### config.mk
export PLATFORM = sky130hd
export DESIGN_NAME = rex_survivor_mem
export DESIGN_NICKNAME = d
export VERILOG_FILES = /design/src/rtl/rex_pkg.sv /design/src/rtl/rex_state_bank.sv /design/src/rtl/rex_best_select.sv /design/src/rtl/rex_survivor_mem.sv
export SDC_FILE = /design/constraint.sdc
export NUM_CORES = 1
export LEC_CHECK = 0
export CELL_PAD_IN_SITES_DETAIL_PLACEMENT = 2
export CELL_PAD_IN_SITES_GLOBAL_PLACEMENT = 2
export CORE_MARGIN = 3
export CORE_UTILIZATION = 43
export DETAILED_ROUTE_END_ITERATION = 12
export PLACE_DENSITY = 0.95
export SKIP_CTS_REPAIR_TIMING = 1
export SYNTH_ARGS = -nofsm -noshare
export SYNTH_HDL_FRONTEND = slang
export SYNTH_HIERARCHICAL = 1
export SYNTH_SLANG_ARGS = --single-unit
### constraint.sdc
create_clock -name clk -period 4.6 [get_ports clk]
set_input_delay 0.92 -clock clk [delete_from_list [all_inputs] [get_ports clk]]
set_output_delay 0.92 -clock clk [all_outputs]
set_load 0.01 [all_outputs]
### src/rtl/rex_pkg.sv
package rex_pkg;
  // How the output register is chosen
  typedef enum logic {
    SEL_FIXED = 1'b0,
    SEL_BEST  = 1'b1
  } sel_mode_e;
endpackage

### src/rtl/rex_state_bank.sv
module rex_state_bank #(
  parameter int NS = 4,
  parameter int W  = 15
) (
  input  logic                  clk,
  input  logic                  rst_n,
  input  logic                  step,
  input  logic [NS-1:0]         dec,
  output logic [NS-1:0][W-1:0]  cur_o,
  output logic [NS-1:0][W-1:0]  nxt_o
);
  localparam int M = $clog2(NS);

  logic [NS-1:0][W-1:0] regs_q;

  for (genvar n = 0; n < NS; n++) begin : g_state
    localparam logic [M-1:0] PBASE  = M'((2 * n) % NS);
    localparam logic         NEWBIT = 1'(n / (NS / 2));
    logic [M-1:0] pidx;
    assign pidx     = PBASE | {{(M-1){1'b0}}, dec[n]};
    assign nxt_o[n] = {regs_q[pidx][W-2:0], NEWBIT};
  end

  always_ff @(posedge clk or negedge rst_n) begin
    if (!rst_n) regs_q <= '0;
    else if (step) regs_q <= nxt_o;
  end

  assign cur_o = regs_q;

  // registers hold when no step is accepted
  a_r9_hold_regs: assert property (@(posedge clk) disable iff (!rst_n)
    !step |=> $stable(regs_q));
endmodule

### src/rtl/rex_best_select.sv
module rex_best_select #(
  parameter int NS = 4,
  parameter int MW = 8
) (
  input  logic [NS-1:0][MW-1:0]  metric,
  output logic [$clog2(NS)-1:0]  win_o
);
  localparam int M = $clog2(NS);

  always_comb begin
    win_o = '0;
    for (int i = 1; i < NS; i++) begin
      if (metric[i] > metric[win_o]) win_o = M'(i);
    end
  end
endmodule

### src/rtl/rex_survivor_mem.sv
module rex_survivor_mem #(
  parameter int NS          = 4,
  parameter int W           = 15,
  parameter int MW          = 8,
  parameter int FIXED_STATE = 0
) (
  input  logic              clk,
  input  logic              rst_n,
  input  logic              in_valid,
  output logic              in_ready,
  input  logic [NS-1:0]     in_dec,
  input  logic [NS*MW-1:0]  in_metric,
  input  logic              pick_best,
  output logic              out_valid,
  input  logic              out_ready,
  output logic              out_bit
);
  import rex_pkg::*;

  localparam int M  = $clog2(NS);
  localparam int CW = $clog2(W + 1);

  logic [NS-1:0][MW-1:0] met;
  logic [NS-1:0][W-1:0]  cur_regs, nxt_regs;
  logic [M-1:0]          win, sel;
  logic [CW-1:0]         cnt_q;
  logic                  accept, warm;
  sel_mode_e             mode;

  assign met      = in_metric;
  assign mode     = sel_mode_e'(pick_best);
  assign in_ready = !out_valid || out_ready;
  assign accept   = in_valid && in_ready;
  assign warm     = (cnt_q >= CW'(W - 1));

  rex_state_bank #(.NS(NS), .W(W)) u_bank (
    .clk   (clk),
    .rst_n (rst_n),
    .step  (accept),
    .dec   (in_dec),
    .cur_o (cur_regs),
    .nxt_o (nxt_regs)
  );

  rex_best_select #(.NS(NS), .MW(MW)) u_sel (
    .metric (met),
    .win_o  (win)
  );

  assign sel = (mode == SEL_BEST) ? win : M'(FIXED_STATE);

  always_ff @(posedge clk or negedge rst_n) begin
    if (!rst_n) begin
      cnt_q     <= '0;
      out_valid <= 1'b0;
      out_bit   <= 1'b0;
    end else begin
      if (accept && !warm) cnt_q <= cnt_q + 1'b1;
      else if (accept)     cnt_q <= CW'(W);
      if (accept && warm) begin
        out_valid <= 1'b1;
        out_bit   <= nxt_regs[sel][W-1];
      end else if (out_ready) begin
        out_valid <= 1'b0;
      end
    end
  end

  // held output under back-pressure
  a_r3_hold_out: assert property (@(posedge clk) disable iff (!rst_n)
    (out_valid && !out_ready) |=> (out_valid && $stable(out_bit)));

  // no decoded bit before W steps
  a_r4_warmup: assert property (@(posedge clk) disable iff (!rst_n)
    out_valid |-> (cnt_q == CW'(W)));

  // taken output with no new step empties the stage
  a_r9_drain: assert property (@(posedge clk) disable iff (!rst_n)
    (out_valid && out_ready && !accept) |=> !out_valid);

  // winner holds the largest metric, ties to lowest index
  for (genvar gi = 0; gi < NS; gi++) begin : g_chk
    localparam logic [M-1:0] GI = M'(gi);
    a_r7_best_max: assert property (@(posedge clk) disable iff (!rst_n)
      (in_valid && pick_best) |->
        ((met[gi] <= met[win]) && ((GI >= win) || (met[gi] < met[win]))));
  end
endmodule

==> results of run 1 <==
[metrics by stage]
step                hold slack (ns)  util, %  setup WS, ns  TNS (ns)
floorplan                     0.439        -        -0.375    -0.375
global placement              0.455     54.8         -1.09     -1.09
CTS                           0.512     56.7         -1.60     -1.60
detailed placement            0.491     54.8         -1.85     -1.85
==> metrics.csv, run 1 <==
metric;value;unit
dpl.hpwl;11.8;mm
stop_stage;global routing;
synthCells;328;
cts_made_buffers;9;
start_util;44.4;%
syn_area;4100;um^2
die_w;104;um
status;aborted with a tool error;
cts_root_buffer;clkbuf_8;
yosysWarningCount;6;
io_pins;44;
error;[ERROR DPL-0033] detailed placement checks failed during check placement.;
worst_endpoint;out_bit$_DFFE_PN0P_/D;
row_count;35;
dpl.cell_count;541;
gp_congestion;0.830;
grt_max_degree;58;
fp.dieH;104;um
io_buffers;43;
cts_buffer_depth;2;
synth_area_per_cell;12.5;um^2
place_area;5060;um^2
htree_num_levels;3;
grt_antenna_before_repair;0;
worst_endpoint_kind;register data pin;
synth_nets;395;
==> run 2: changes to the inputs <==
--- a/config.mk
+++ b/config.mk
@@ -5,12 +5,10 @@
 export SDC_FILE = /design/constraint.sdc
 export NUM_CORES = 1
 export LEC_CHECK = 0
-export CELL_PAD_IN_SITES_DETAIL_PLACEMENT = 2
-export CELL_PAD_IN_SITES_GLOBAL_PLACEMENT = 2
 export CORE_MARGIN = 3
-export CORE_UTILIZATION = 43
+export CORE_UTILIZATION = 38
 export DETAILED_ROUTE_END_ITERATION = 12
-export PLACE_DENSITY = 0.95
+export PLACE_DENSITY_LB_ADDON = 0.15
 export SKIP_CTS_REPAIR_TIMING = 1
 export SYNTH_ARGS = -nofsm -noshare
 export SYNTH_HDL_FRONTEND = slang
==> run 2 against run 1 <==
The flow now finishes, with violations (setup timing); area after synthesis stayed put; synthesized cell count is the same.
==> metrics.csv, run 2 <==
metric;value;unit;change
cts_buffer_depth;2;;unchanged
core;10400;um^2;
hold_viol;0;;
grt_antenna_before_repair;0;;
gp_congestion;0.800;;-3.7%
finalClockSkew;0.00395;ns;
grt_pass1_wl;15.0;mm;
slew_headroom;37.7;%;
setup_viol;1;;
criticalPathCategory;in -> reg;;
fp.dieH;110;um;+6.0%
seq_area;1430;um^2;
layout.nets;502;;
crit_start;in_metric[1];;
clk_latency;0.34;ns;
worstSetupStartpointType;input pin;;
most-common-layout-cells;mux2_4 (73), buf_4 (65), dfrtp_1 (57);;
cts.sinks;57;;
first_iter_violations;123;;
fmax;0.198;GHz;
crit_slowest_cell;mux2_4;;
post-route-period-util;110;%;
slew_viol_final;0;;
path_max_fanout;8;;
min_path_type;reg -> reg;;
timing.rr.start;out_valid;;
drt-vias-per-instance;5.13;;
die_w;110;um;+6.0%
synth_area_per_cell;12.5;um^2;unchanged
drv_cap;0;;
synth_nets;395;;unchanged
critPathArrivalTime;5.23;ns;
crit_path_end_kind;flip-flop;;
finalWirelength;9.52;mm;
drc;0;;
row_count;37;;+5.7%
num-fill-cells;912;;
dieArea;12100;um^2;
cts_tree;built;;
cp.required;4.79;ns;
grt_util_all_layers;16.0;%;
power.total;2.60;mW;
grt.overflow.total;0;;
multi_input_area;2740;um^2;
io_buffers;43;;unchanged
layout.cells.non_filler;576;;
vias;2955;;
ant_nets;0;;
worst_path_largest_cell_delay;0.33;ns;
cp_top_family;compound AO/OA/AOI/OAI gates;;
violations;setup timing;;
status;finished, violations left;;
peakVddDrop;0.299;mV;
dpl.cell_count;547;;+1.1%
syn_area;4100;um^2;unchanged
dr.pass1.iters;4;;
power_leakage;2.72;nW;
antennaDiodeCount;0;;
routedWlPerCell;16.5;um;
clk_pin_slew;0.07;ns;
io_pins;44;;unchanged
final_common_cell;mux2_4;;
period_minus_slack;5.04;ns;
rsz0062_at_grt;true;;
synthCells;328;;unchanged
grt_max_degree;58;;
dpl.hpwl;6.53;mm;-45%
grt_pass1_vias;3014;;
worst_slew_pin_slew;0.934;ns;
worst_hold_startpoint;u_bank/cur_o[45];;
largest_reg_flops;51;;
drive_above_1_share;55.9;%;
cts_made_buffers;9;;unchanged
fin_ws;-0.438;ns;
htree_num_levels;3;;unchanged
path_buf_inv;4;;
yosysWarningCount;6;;unchanged
start_util;39.4;%;-5.0 points
p_per_area;466;nW/um^2;
area_delta_synth_final;35.9;%;
cts_root_buffer;clkbuf_8;;
## run 2: power by group
group	switching [mW]	internal [mW]	total (mW)
sequential	0.174	0.717	0.891
clock	0.209	0.319	0.527
combinational	0.393	0.785	1.18
total	0.775	1.82	2.60
## run 2: worst reg2reg max path, delay by kind of cell (launching register included)
kind | cells | cell delay [ns]
multiplexers | 1 | 0.46
flip-flops | 1 | 0.41
AND/OR/NAND/NOR | 2 | 0.88
## run 2: final cells by class
cell class / instances / share of cell area, %
Multi-Input combinational cell: 240 / 49.1
Sequential cell: 57 / 25.6
Timing Repair Buffer: 113 / 17.3
Tap cell: 136 / 3.05
Clock buffer: 11 / 2.54
Clock inverter: 5 / 1.41
Inverter: 14 / 1.03
## run 2: worst paths after layout
| path | to | slack, ns | cells after the start |
|---|---|---|---|
| worst max-delay path | out_bit | -0.44 | 25 |
| worst min register to register | u_bank/cur_o[45] | 0.47 | 1 |
| worst min-delay path | u_bank/cur_o[45] | 0.47 | 1 |
| worst max register to register | u_bank/cur_o[34] | 2.74 | 3 |
| min in group asynchronous | cnt_q[0] | 0.55 | 1 |
| max in group asynchronous | u_bank/cur_o[18] | 3.19 | 2 |
## run 2: metrics by stage
stage	hold WS, ns	util [%]	setup WS, ns	TNS [ns]	cell area [um^2]
2_1_floorplan	0.439	-	-0.375	-0.375	4200
3_3_place_gp	0.450	48.6	-1.18	-1.18	5060
3_5_place_dp	0.456	48.6	-1.23	-1.23	5060
4_1_cts	0.474	50.7	-0.892	-0.892	5280
5_1_grt	0.497	53.5	-0.604	-0.604	5570
6_report	0.474	53.5	-0.438	-0.438	5570
## run 2: per-layer routing
| layer | GRT usage (%) | vias up | routed length [um] |
|---|---|---|---|
| met3 | 3.64 | 8 | 286 |
| li1 | - | 1454 | - |
| met2 | 25.6 | 42 | 4590 |
| met4 | 5.52 | 0 | 88 |
| met5 | 0 | - | 0 |
| met1 | 21.2 | 1451 | 4550 |
(Power assumes the default switching activity.)
==> run 3: changes to the inputs <==
--- a/config.mk
+++ b/config.mk
@@ -5,11 +5,13 @@
 export SDC_FILE = /design/constraint.sdc
 export NUM_CORES = 1
 export LEC_CHECK = 0
+export ABC_AREA = 1
 export CORE_MARGIN = 3
 export CORE_UTILIZATION = 38
 export DETAILED_ROUTE_END_ITERATION = 12
 export PLACE_DENSITY_LB_ADDON = 0.15
 export SKIP_CTS_REPAIR_TIMING = 1
+export SLEW_MARGIN = 20
 export SYNTH_ARGS = -nofsm -noshare
 export SYNTH_HDL_FRONTEND = slang
 export SYNTH_HIERARCHICAL = 1
==> constraint.sdc (replaced) <==
create_clock -name clk -period 4.2 [get_ports clk]
set_input_delay 0.84 -clock clk [delete_from_list [all_inputs] [get_ports clk]]
set_output_delay 0.84 -clock clk [all_outputs]
set_load 0.01 [all_outputs]
==> run 3 against run 2 <==
Area after synthesis fell by 5.2%; the run now ends clean; highest routed layer unchanged; die area fell by 4.9%; register-to-register slack got worse by 0.50 ns; combinational power fell by 21%; synthesized cell count rose by 72%; largest power group unchanged; via count rose by 22%.
==> metrics.csv, run 3 <==
metric;value;unit;change
status;finished clean;;
gp_congestion;0.772;;-3.4%
ant_nets;0;;unchanged
fin_util;51.4;%;-2.1 points
peakVddDrop;0.272;mV;-9.1%
setup_viol;0;;-1
syn_area;3890;um^2;-5.2%
routedWlPerCell;12.3;um;-25%
grt.overflow.total;0;;unchanged
dieArea;11500;um^2;-4.9%
pwr-share-comb;39.8;%;-5.6 points
synth_area_per_cell;6.90;um^2;-45%
grt_util_all_layers;17.0;%;+1.0 points
cp_top_family;simple AND/OR/NAND/NOR gates;;
cts_made_buffers;9;;unchanged
slew_viol_final;0;;unchanged
worstSetupStartpointType;input pin;;
rr_endpoint;u_bank/cur_o[47];;
p_per_area;459;nW/um^2;-1.5%
clock_power_share;23.0;%;+2.7 points
yosysWarningCount;6;;unchanged
vias;3609;;+22%
clk_latency;0.33;ns;about the same
cts_tree;built;;
most-common-layout-cells;nand2_1 (238), nand3_1 (65), inv_1 (63);;
synth_nets;630;;+59%
met2_usage;26.9;%;+1.3 points
dr.pass1.iters;4;;unchanged
finalWirelength;9.51;mm;about the same
drt-vias-per-instance;4.67;;-8.9%
met3_usage;4.09;%;+0.45 points
die_w;107;um;-2.5%
dpl.cell_count;752;;+37%
drc;0;;unchanged
regToRegSetupSlack;2.24;ns;-0.50 ns
fin_hold_ws;0.475;ns;+0.000548 ns
grt-busiest-layer;met2;;
num-fill-cells;946;;+3.7%
io_buffers;43;;unchanged
final_common_cell;nand2_1;;
synthCells;563;;+72%
worst_slew_pin_slew;0.897;ns;-0.0368 ns
clk_pin_slew;0.07;ns;about the same
crit_slowest_cell;ha_1;;
layout.cells.non_filler;772;;+34%
hold_viol;0;;unchanged
cp.required;4.43;ns;-0.36 ns
antennaDiodeCount;0;;unchanged
whs_endpoint;u_bank/cur_o[45];;
htree_num_levels;3;;unchanged
worst_hold_startpoint;u_bank/cur_o[45];;
cts.sinks;57;;unchanged
crit_path_end_kind;flip-flop;;
period_minus_slack;4.06;ns;
grt_antenna_before_repair;0;;unchanged
drv_cap;0;;unchanged
power_leakage;2.72;nW;about the same
cts_root_buffer;clkbuf_8;;
hold_depth;1;;unchanged
largest_reg_flops;51;;unchanged
first_iter_violations;199;;+62%
area_delta_synth_final;30.5;%;
layout.nets;701;;+40%
path_max_fanout;8;;unchanged
power_frac_seq;37.2;%;+2.9 points
worst_path_largest_cell_delay;0.29;ns;-0.04 ns
reg2reg_depth;4;;+1
p_sw;0.877;mW;+13%
fp.dieH;107;um;-2.5%
dpl.hpwl;6.55;mm;+0.27%
path_buf_inv;4;;unchanged
use_met1;23.4;%;+2.3 points
slew_headroom;40.0;%;+2.3 points
criticalPathCategory;in -> reg;;
io_pins;44;;unchanged
start_util;39.4;%;+0.046 points
power.total;2.33;mW;-10%
cp_common_cell;nand2_1;;
drive_above_1_share;20.8;%;-35 points
grt_max_degree;55;;-5.2%
grt_pass1_vias;3383;;+12%
post-route-period-util;96.6;%;
p_sw_share;37.7;%;+7.8 points
timing.rr.start;out_valid;;
intPower;1.45;mW;-20%
fmax;0.247;GHz;
cts_buffer_depth;2;;unchanged
critPathArrivalTime;4.28;ns;-0.95 ns
min_path_type;reg -> reg;;
finalClockSkew;0.00481;ns;+0.000860 ns
grt_pass1_wl;15.8;mm;+5.6%
core;9860;um^2;-5.3%
row_count;36;;-2.7%
## run 3: changes by cell type in the layout (fill, tap and decap cells not counted), moves of 7 or more
| cell | change |
|---|---|
| a41o_1 | -8 |
| and2_1 | +8 |
| buf_4 | -30 |
| inv_1 | +55 |
| mux2_2 | -24 |
| mux2_4 | -73 |
| nand2_1 | +233 |
| nand2_2 | +13 |
| nand3_1 | +55 |
| nor3_1 | -7 |
| or2_1 | +7 |
## run 3: stage by stage
| stage | area (um^2) | worst slack [ns] | setup TNS (ns) |
|---|---|---|---|
| final | 5070 | 0.144 | 0 |
| after global routing | 5070 | -0.0412 | -0.0412 |
| after CTS | 4790 | -0.615 | -0.615 |
| after detailed placement | 4580 | -0.959 | -0.959 |
| after global placement | 4580 | -0.826 | -0.826 |
| after floorplan | 3890 | 0.0825 | 0 |
## run 3: how the worst max path moves through the flow
stage | start | end | cells after the start
global route | in_metric[5] | out_bit | 33
CTS | in_metric[7] | out_bit | 31
finish | in_metric[5] | out_bit | 33
detailed placement | in_metric[7] | out_bit | 31
floorplan | in_metric[7] | out_bit | 31
global placement | in_metric[7] | out_bit | 32
## run 3: power by group through the flow
stage / registers [mW] / clock network, mW / logic [mW]
after floorplan: 0.852 / 0 / 0.632
after detailed placement: 0.877 / 0 / 0.842
final: 0.867 / 0.534 / 0.927
after global placement: 0.873 / 0 / 0.825
after global routing: 0.896 / 0.578 / 1.08
after CTS: 0.869 / 0.553 / 0.848
## run 3: cell type report
class	count	area [um^2]	share of cell area, %
Clock buffer	12	155	3.06
Clock inverter	4	51.3	1.01
Sequential cell	57	1430	28.1
Tap cell	133	166	3.28
Multi-Input combinational cell	412	2340	46.1
Timing Repair Buffer	79	653	12.9
Inverter	75	284	5.60
## run 3: routing by layer
layer | part of all wire (%) | wire length [um]
met5 | 0 | 0
met4 | 0.78 | 74
met3 | 5.1 | 488
met2 | 46 | 4400
met1 | 48 | 4550
